==> src/rtl/gcr_pkg.sv <==
package gcr_pkg;

    localparam int WORD_W   = 7;
    localparam int GAIN_W   = 6;
    localparam int GAIN_MAX = 58;

    typedef enum logic [1:0] {
        MODE_OFF    = 2'd0,
        MODE_SLEEP  = 2'd1,
        MODE_TXOFF  = 2'd2,
        MODE_ACTIVE = 2'd3
    } mode_e;

    // awake is the active-low sleep flag: 1 means not sleeping
    typedef struct packed {
        logic              awake;
        logic [GAIN_W-1:0] code;
    } ctrl_word_t;

    function automatic logic [GAIN_W-1:0] clamp_gain(input logic [GAIN_W-1:0] c);
        logic [GAIN_W-1:0] lim;
        lim = GAIN_W'(GAIN_MAX);
        return (c > lim) ? lim : c;
    endfunction

endpackage

==> src/rtl/gcr_sync.sv <==
module gcr_sync #(
    parameter int         W       = 3,
    parameter int         STAGES  = 2,
    parameter logic [W-1:0] RST_VAL = '0
) (
    input  logic         clk,
    input  logic         rst,
    input  logic [W-1:0] d,
    output logic [W-1:0] q
);
    logic [W-1:0] stage [STAGES];

    always_ff @(posedge clk) begin
        if (rst) stage[0] <= RST_VAL;
        else     stage[0] <= d;
    end

    for (genvar g = 1; g < STAGES; g++) begin : g_stage
        always_ff @(posedge clk) begin
            if (rst) stage[g] <= RST_VAL;
            else     stage[g] <= stage[g-1];
        end
    end

    assign q = stage[STAGES-1];
endmodule

==> src/rtl/gcr_shifter.sv <==
module gcr_shifter
    import gcr_pkg::*;
(
    input  logic       clk,
    input  logic       rst,
    input  logic       clr,
    input  logic       cs_n,
    input  logic       sclk,
    input  logic       sdata,
    output ctrl_word_t word_q
);
    localparam int CNT_SAT = WORD_W + 1;
    localparam int CNT_W   = $clog2(CNT_SAT + 1);

    logic              cs_d, sclk_d;
    logic [WORD_W-1:0] sr;
    logic [CNT_W-1:0]  cnt;
    logic              sclk_rise, cs_rise;

    assign sclk_rise = sclk & ~sclk_d;
    assign cs_rise   = cs_n & ~cs_d;

    always_ff @(posedge clk) begin
        if (rst) begin
            cs_d   <= 1'b1;
            sclk_d <= 1'b0;
        end else begin
            cs_d   <= cs_n;
            sclk_d <= sclk;
        end
    end

    always_ff @(posedge clk) begin
        if (rst || clr) begin
            sr     <= '0;
            cnt    <= '0;
            word_q <= '0;
        end else if (cs_n) begin
            cnt <= '0;
            if (cs_rise && cnt == CNT_W'(WORD_W))
                word_q <= ctrl_word_t'(sr);
        end else if (sclk_rise) begin
            sr <= {sdata, sr[WORD_W-1:1]};
            if (cnt != CNT_W'(CNT_SAT))
                cnt <= cnt + 1'b1;
        end
    end
endmodule

==> src/rtl/gcr_mode.sv <==
module gcr_mode
    import gcr_pkg::*;
(
    input  logic              hw_on,
    input  logic              tx_en,
    input  ctrl_word_t        word,
    output mode_e             mode,
    output logic [GAIN_W-1:0] gain
);
    always_comb begin
        if (!hw_on)           mode = MODE_OFF;
        else if (!word.awake) mode = MODE_SLEEP;
        else if (!tx_en)      mode = MODE_TXOFF;
        else                  mode = MODE_ACTIVE;
    end

    assign gain = clamp_gain(word.code);
endmodule

==> src/rtl/gain_ctrl_rx.sv <==
module gain_ctrl_rx
    import gcr_pkg::*;
#(
    parameter int SYNC_STAGES = 2
) (
    input  logic              clk,
    input  logic              rst,
    input  logic              cs_n_in,
    input  logic              sclk_in,
    input  logic              sdata_in,
    input  logic              hw_on,
    input  logic              tx_en,
    output logic [WORD_W-1:0] word_out,
    output logic [GAIN_W-1:0] gain_code,
    output logic [1:0]        mode_out,
    output logic              path_on
);
    logic       cs_s, sclk_s, sdata_s;
    ctrl_word_t word_q;
    mode_e      mode;

    gcr_sync #(.W(3), .STAGES(SYNC_STAGES), .RST_VAL(3'b100)) u_sync (
        .clk (clk),
        .rst (rst),
        .d   ({cs_n_in, sclk_in, sdata_in}),
        .q   ({cs_s, sclk_s, sdata_s})
    );

    gcr_shifter u_shift (
        .clk    (clk),
        .rst    (rst),
        .clr    (~hw_on),
        .cs_n   (cs_s),
        .sclk   (sclk_s),
        .sdata  (sdata_s),
        .word_q (word_q)
    );

    gcr_mode u_mode (
        .hw_on (hw_on),
        .tx_en (tx_en),
        .word  (word_q),
        .mode  (mode),
        .gain  (gain_code)
    );

    assign word_out = word_q;
    assign mode_out = mode;
    assign path_on  = (mode == MODE_ACTIVE);
endmodule

==> config.mk <==
export PLATFORM = sky130hd
export DESIGN_NAME = gain_ctrl_rx
export DESIGN_NICKNAME = d
export VERILOG_FILES = /design/src/rtl/gcr_pkg.sv /design/src/rtl/gcr_sync.sv /design/src/rtl/gcr_shifter.sv /design/src/rtl/gcr_mode.sv /design/src/rtl/gain_ctrl_rx.sv
export SDC_FILE = /design/constraint.sdc
export NUM_CORES = 1
export LEC_CHECK = 0
export BUFFER_PORTS_ARGS = -buffer_cell sky130_fd_sc_hd__buf_2
export CAP_MARGIN = 20
export CORE_ASPECT_RATIO = 0.6
export CORE_MARGIN = 8
export CORE_UTILIZATION = 35
export CTS_BUF_LIST = sky130_fd_sc_hd__clkbuf_16
export CTS_CLUSTER_DIAMETER = 30
export CTS_CLUSTER_SIZE = 20
export DETAILED_ROUTE_END_ITERATION = 16
export SLEW_MARGIN = 10
export SYNTH_ARGS = -nofsm -noshare
export SYNTH_HDL_FRONTEND = slang
export SYNTH_SLANG_ARGS = --single-unit
==> constraint.sdc <==
create_clock -name clk -period 1.4 [get_ports clk]
set_clock_uncertainty 0.1 [all_clocks]
set_input_delay 0.07 -clock clk [delete_from_list [all_inputs] [get_ports clk]]
set_output_delay 0.07 -clock clk [all_outputs]
set_load 0.02 [all_outputs]
Yosys cells after proc, flatten, opt, wreduce, memory -nomap -nowiden:

Memories as Yosys holds them, arrays and structs flattened.
Cells that the tools add are included.

* $add $sub $neg: 1
* magnitude comparators: 1
* equal/unequal tests: 3
* muxes and demuxes: 9
* bitwise logic cells: 8
* reductions and logical operators: 6

Operators by type and width (number)
* greater-than comparator 6 bit, second input constant: 1
* 2-to-1 mux 3 bit: 2
* 2-to-1 mux 6 bit: 1
* AND reduction 2 bit: 3
* adder 4 x 1 -> 4 bit, second input constant: 1
* == test 4 x 3 -> 1 bit, second input constant: 1
* 2-to-1 mux 1 bit: 4
* 2-to-1 mux 2 bit: 2
* != test 4 bit, second input constant: 1
* NOT 1 bit: 4
* AND 1 bit: 2
* == test 2 bit, second input constant: 1
* bitwise OR 1 bit: 2
* OR reduction 2 bit: 1
* logical AND 1 bit: 1
* logical OR 1 bit: 1

* register bits: 20
* memory bits (writable): 6
* output and inout bits: 16
* word-level logic and storage cells: 35
* memories: 1

Memories
* u_sync.stage: words 2, bits a word 3, rd ports 2, clocked after memory_dff 0, wr ports 2, line gcr_sync.sv:11 `logic [W-1:0] stage [STAGES];`

Logic depth before layout (Yosys ltp):

* depth in word-level cells: 4
* depth in mapped cells: 5
* depth with buffers taken out: 5

Modules after synthesis:

A second synthesis with hierarchy kept.

* cells, all modules: 122
* area, all modules: 1062.3 µm²

Modules (own cells, without submodules)
* gcr_shifter: instances 1, cells an instance 97, area an instance 833.3 µm², seq. area each 400.4 µm²
* gcr_sync: instances 1, cells an instance 12, area an instance 157.7 µm², seq. area each 120.1 µm²
* gcr_mode: instances 1, cells an instance 11, area an instance 61.3 µm², seq. area each 0.0 µm²
* gain_ctrl_rx: instances 1, cells an instance 2, area an instance 10.0 µm², seq. area each 0.0 µm²

Least setup slack after synthesis:

Ideal clock, no wire load.

* path type: register -> register
* start point: reg u_shift.cnt[0]
* end point: reg u_shift.cnt[2]
* arrival: 1.248 ns
* data required time: 1.230 ns
* path slack: -0.018 ns
* cell stages (with the launch flop): 6
* path through: dfxtp_1 -> inv_1 -> ha_1 -> and3b_1 -> or4_1 -> a21boi_1

* word-level cells in the longest chain between the ends: 2

RTL lines
* start, declared: line gcr_shifter.sv:17 `logic [CNT_W-1:0] cnt;`
* start signal, assigned: line gcr_shifter.sv:45 `cnt <= cnt + 1'b1;`
* branches (longest 2 deep; another with adder 4 x 1 -> 4 bit)

Parallel ways; which one is timed is not known.
A chain may end at the register's enable or synchronous reset.

Final worst setup path:

* start point: reg u_shift.cnt[1]
* end point: reg u_shift.cnt[2]

The elaborated chain is that of the path after synthesis.

==> results.toml <==
[setup_path]
crit_type = "flop to flop"
arrival_ps = 1500
start_kind = "flop"
required_ps = 1490
end_kind = "flop"
crit_fanout = 3

[clock_tree]
clk_latency_ps = 260
numCtsBuffers = 3
clk_pin_slew_ps = 60
cts_sinks = 26
cts_tree = "yes"
htree_num_levels = 1
cts.root.buffer_cell = "clkbuf_16"
clockBufferDepth = 2

[grt]
grt_max_degree = 16
gr-usage-all-layers_pct = 9.78
grt_pass1_vias = 846
grt-ovfl-total = 0
grt_pass1_wl_mm = 3.93
antenna_found_initial = 0

[detailed_routing]
drt.antenna.violating_nets = 0
vias = 936
dr.pass1.iters = 4
wl_mm = 2.46
drt-vias-per-instance = 4.82
routedWlPerCell_um = 12.7
drcViolationCount = 0
drt-initial-drc-count = 30

[yosys]
syn_nets = 129
synth_cells = 120
syn_area_per_cell_um2 = 8.86
yosys.area.top_type = "dfxtp_1"
synth_edf_count = 0
synth.area.top_cells = "dfxtp_1 49%, o21ai_0 8.5%, a21oi_1 6.6%, nand3b_1 5.6%, nor2b_1 3.5%"
netlist_area_mm2 = 0.00106
yosysWarnings = 0
ys_ff_latch = 26
ys.flop_type = "dfxtp_1"
synth_top_area_share_pct = 48.9
async_reset_ff_share_pct = 0
seq_area_frac_synth_pct = 48.9
synth_cell_types = 26

[die]
dieWidth_um = 87.2
dieArea_mm2 = 0.00512
core_area_mm2 = 0.00289
ios = 23
row_count = 15
die_h_um = 58.7
initial_core_util_pct = 36.8

[cells_and_area]
num_antenna_cells = 0
fill_cells = 280
syn2layout_area_growth_pct = 36.0
fin_area_mm2 = 0.00145
final_cell_mix = "24 x dfxtp_1, 22 x buf_2, 17 x o21ai_0, 13 x a21oi_1"
drive_above_1_share_pct = 29.6
num-nets-final = 162
final_util_pct = 50.0
layout_commonest_cell = "dfxtp_1"

[timing]
fin_hold_ws_ps = 165
relSlewSlack_pct = 83.1
rsz0062_at_grt = "yes"
finalHoldViolCount = 0
tightest_slew_ps = 253
max_freq_mhz = 711
finalWorstSetupSlack_ps = -6.39
period_needed_ps = 1410
tns_ps = -6.39
finalCritPeriodShare_pct = 100
drv_slew = 0
setup_viol = 1

[placement]
gp_congestion = 0.774
placed_area_mm2 = 0.00125
portBuffers = 22
dp_hpwl_mm = 1.77

[run]
cap_violations = 0

[power]
leakage_nw = 0.562
irDropWorstVdd_mv = 0.561
p_per_area_mw_per_mm2 = 1130
total_power_mw = 1.63

[run_status]
outcome = "complete, but fails checks"
violations = "setup timing"

[min_path]
hold_class = "input port to flop"
routing by layer:
metal	routed length (um)	vias up	track usage (%)
met5	0	-	0
met4	23	0	3.16
met3	267	5	5.13
met2	1090	33	15.6
met1	1070	419	11.1
li1	-	479	-
where the power goes:
| part | leakage (nW) | total [mW] | switching [mW] | internal (mW) |
|---|---|---|---|---|
| Clock | 0.0511 | 0.819 | 0.251 | 0.569 |
| Combinational | 0.298 | 0.0612 | 0.0286 | 0.0326 |
| Sequential | 0.212 | 0.751 | 0.00418 | 0.747 |
worst paths after layout:
kind	start	slack, ps	cells past startpoint	end
max	u_shift.cnt[1]$_SDFFE_PP0P_	-6	5	u_shift.cnt[2]$_SDFFE_PP0P_
min reg2reg	u_sync.stage[0][2]$_SDFF_PP1_	320	1	u_sync.stage[1][2]$_SDFF_PP1_
min	hw_on	170	4	u_shift.cnt[0]$_SDFFE_PP0P_
max reg2reg	u_shift.cnt[1]$_SDFFE_PP0P_	-6	5	u_shift.cnt[2]$_SDFFE_PP0P_
worst max-delay path, stage by stage, from the launching register on:
cell,delay (ps)
dfxtp_2,340
inv_1,70
ha_4,150
and3b_1,160
or4_1,390
a21boi_1,130
cells in the mapped netlist (all sizes together) (2+ instances only):
cell type / n
a21boi: 5
dfxtp: 26
clkbuf: 6
nand2: 7
nand3: 4
o21ai: 18
and2: 2
nand3b: 8
ha: 2
nor2b: 6
inv: 4
a21oi: 14
nand2b: 2
or2: 3
buf: 2
nor2: 2
flip-flops by register name, indices dropped and copies added, names as in the netlist:
register,cells
u_shift.sr,7
u_shift.cs_d,1
u_shift.sclk_d,1
u_sync.stage,6
u_shift.cnt,4
u_shift.word_q,7
final cells by class:
type | instances | area [um2] | area share (%)
Tap cell | 42 | 52.6 | 3.63
Inverter | 4 | 17.5 | 1.21
Multi-Input combinational cell | 82 | 515 | 35.6
Clock inverter | 1 | 30.0 | 2.08
Clock buffer | 3 | 75.1 | 5.19
Timing Repair Buffer | 36 | 230 | 15.9
Sequential cell | 26 | 526 | 36.3
through the flow:
step | std cells | setup WS (ps)
after floorplan | 120 | 10.5
after detailed placement | 183 | -68.3
after CTS | 194 | -34.6
after global placement | 183 | -5.59
final | 194 | -6.39
after global routing | 194 | -43.3
kinds of logic after synthesis:
kind of cell    share of synthesized area, %
buf+inv                                 4.47
compound gates                          20.2
flops                                   48.9
fa+ha+maj                               2.35
simple gates                            24.0
repair_timing:
item | in CTS | in global routing
endpoints found under the setup margin | 4 | 9
resized for setup | 4 | 6
setup buffers | 1 | 0
hold endpoints to repair | 6 | 0
hold buffers | 6 | 0
gates cloned | 0 | 0
pin swaps | 1 | 1
Note: power is estimated with default switching activity, not from simulation.
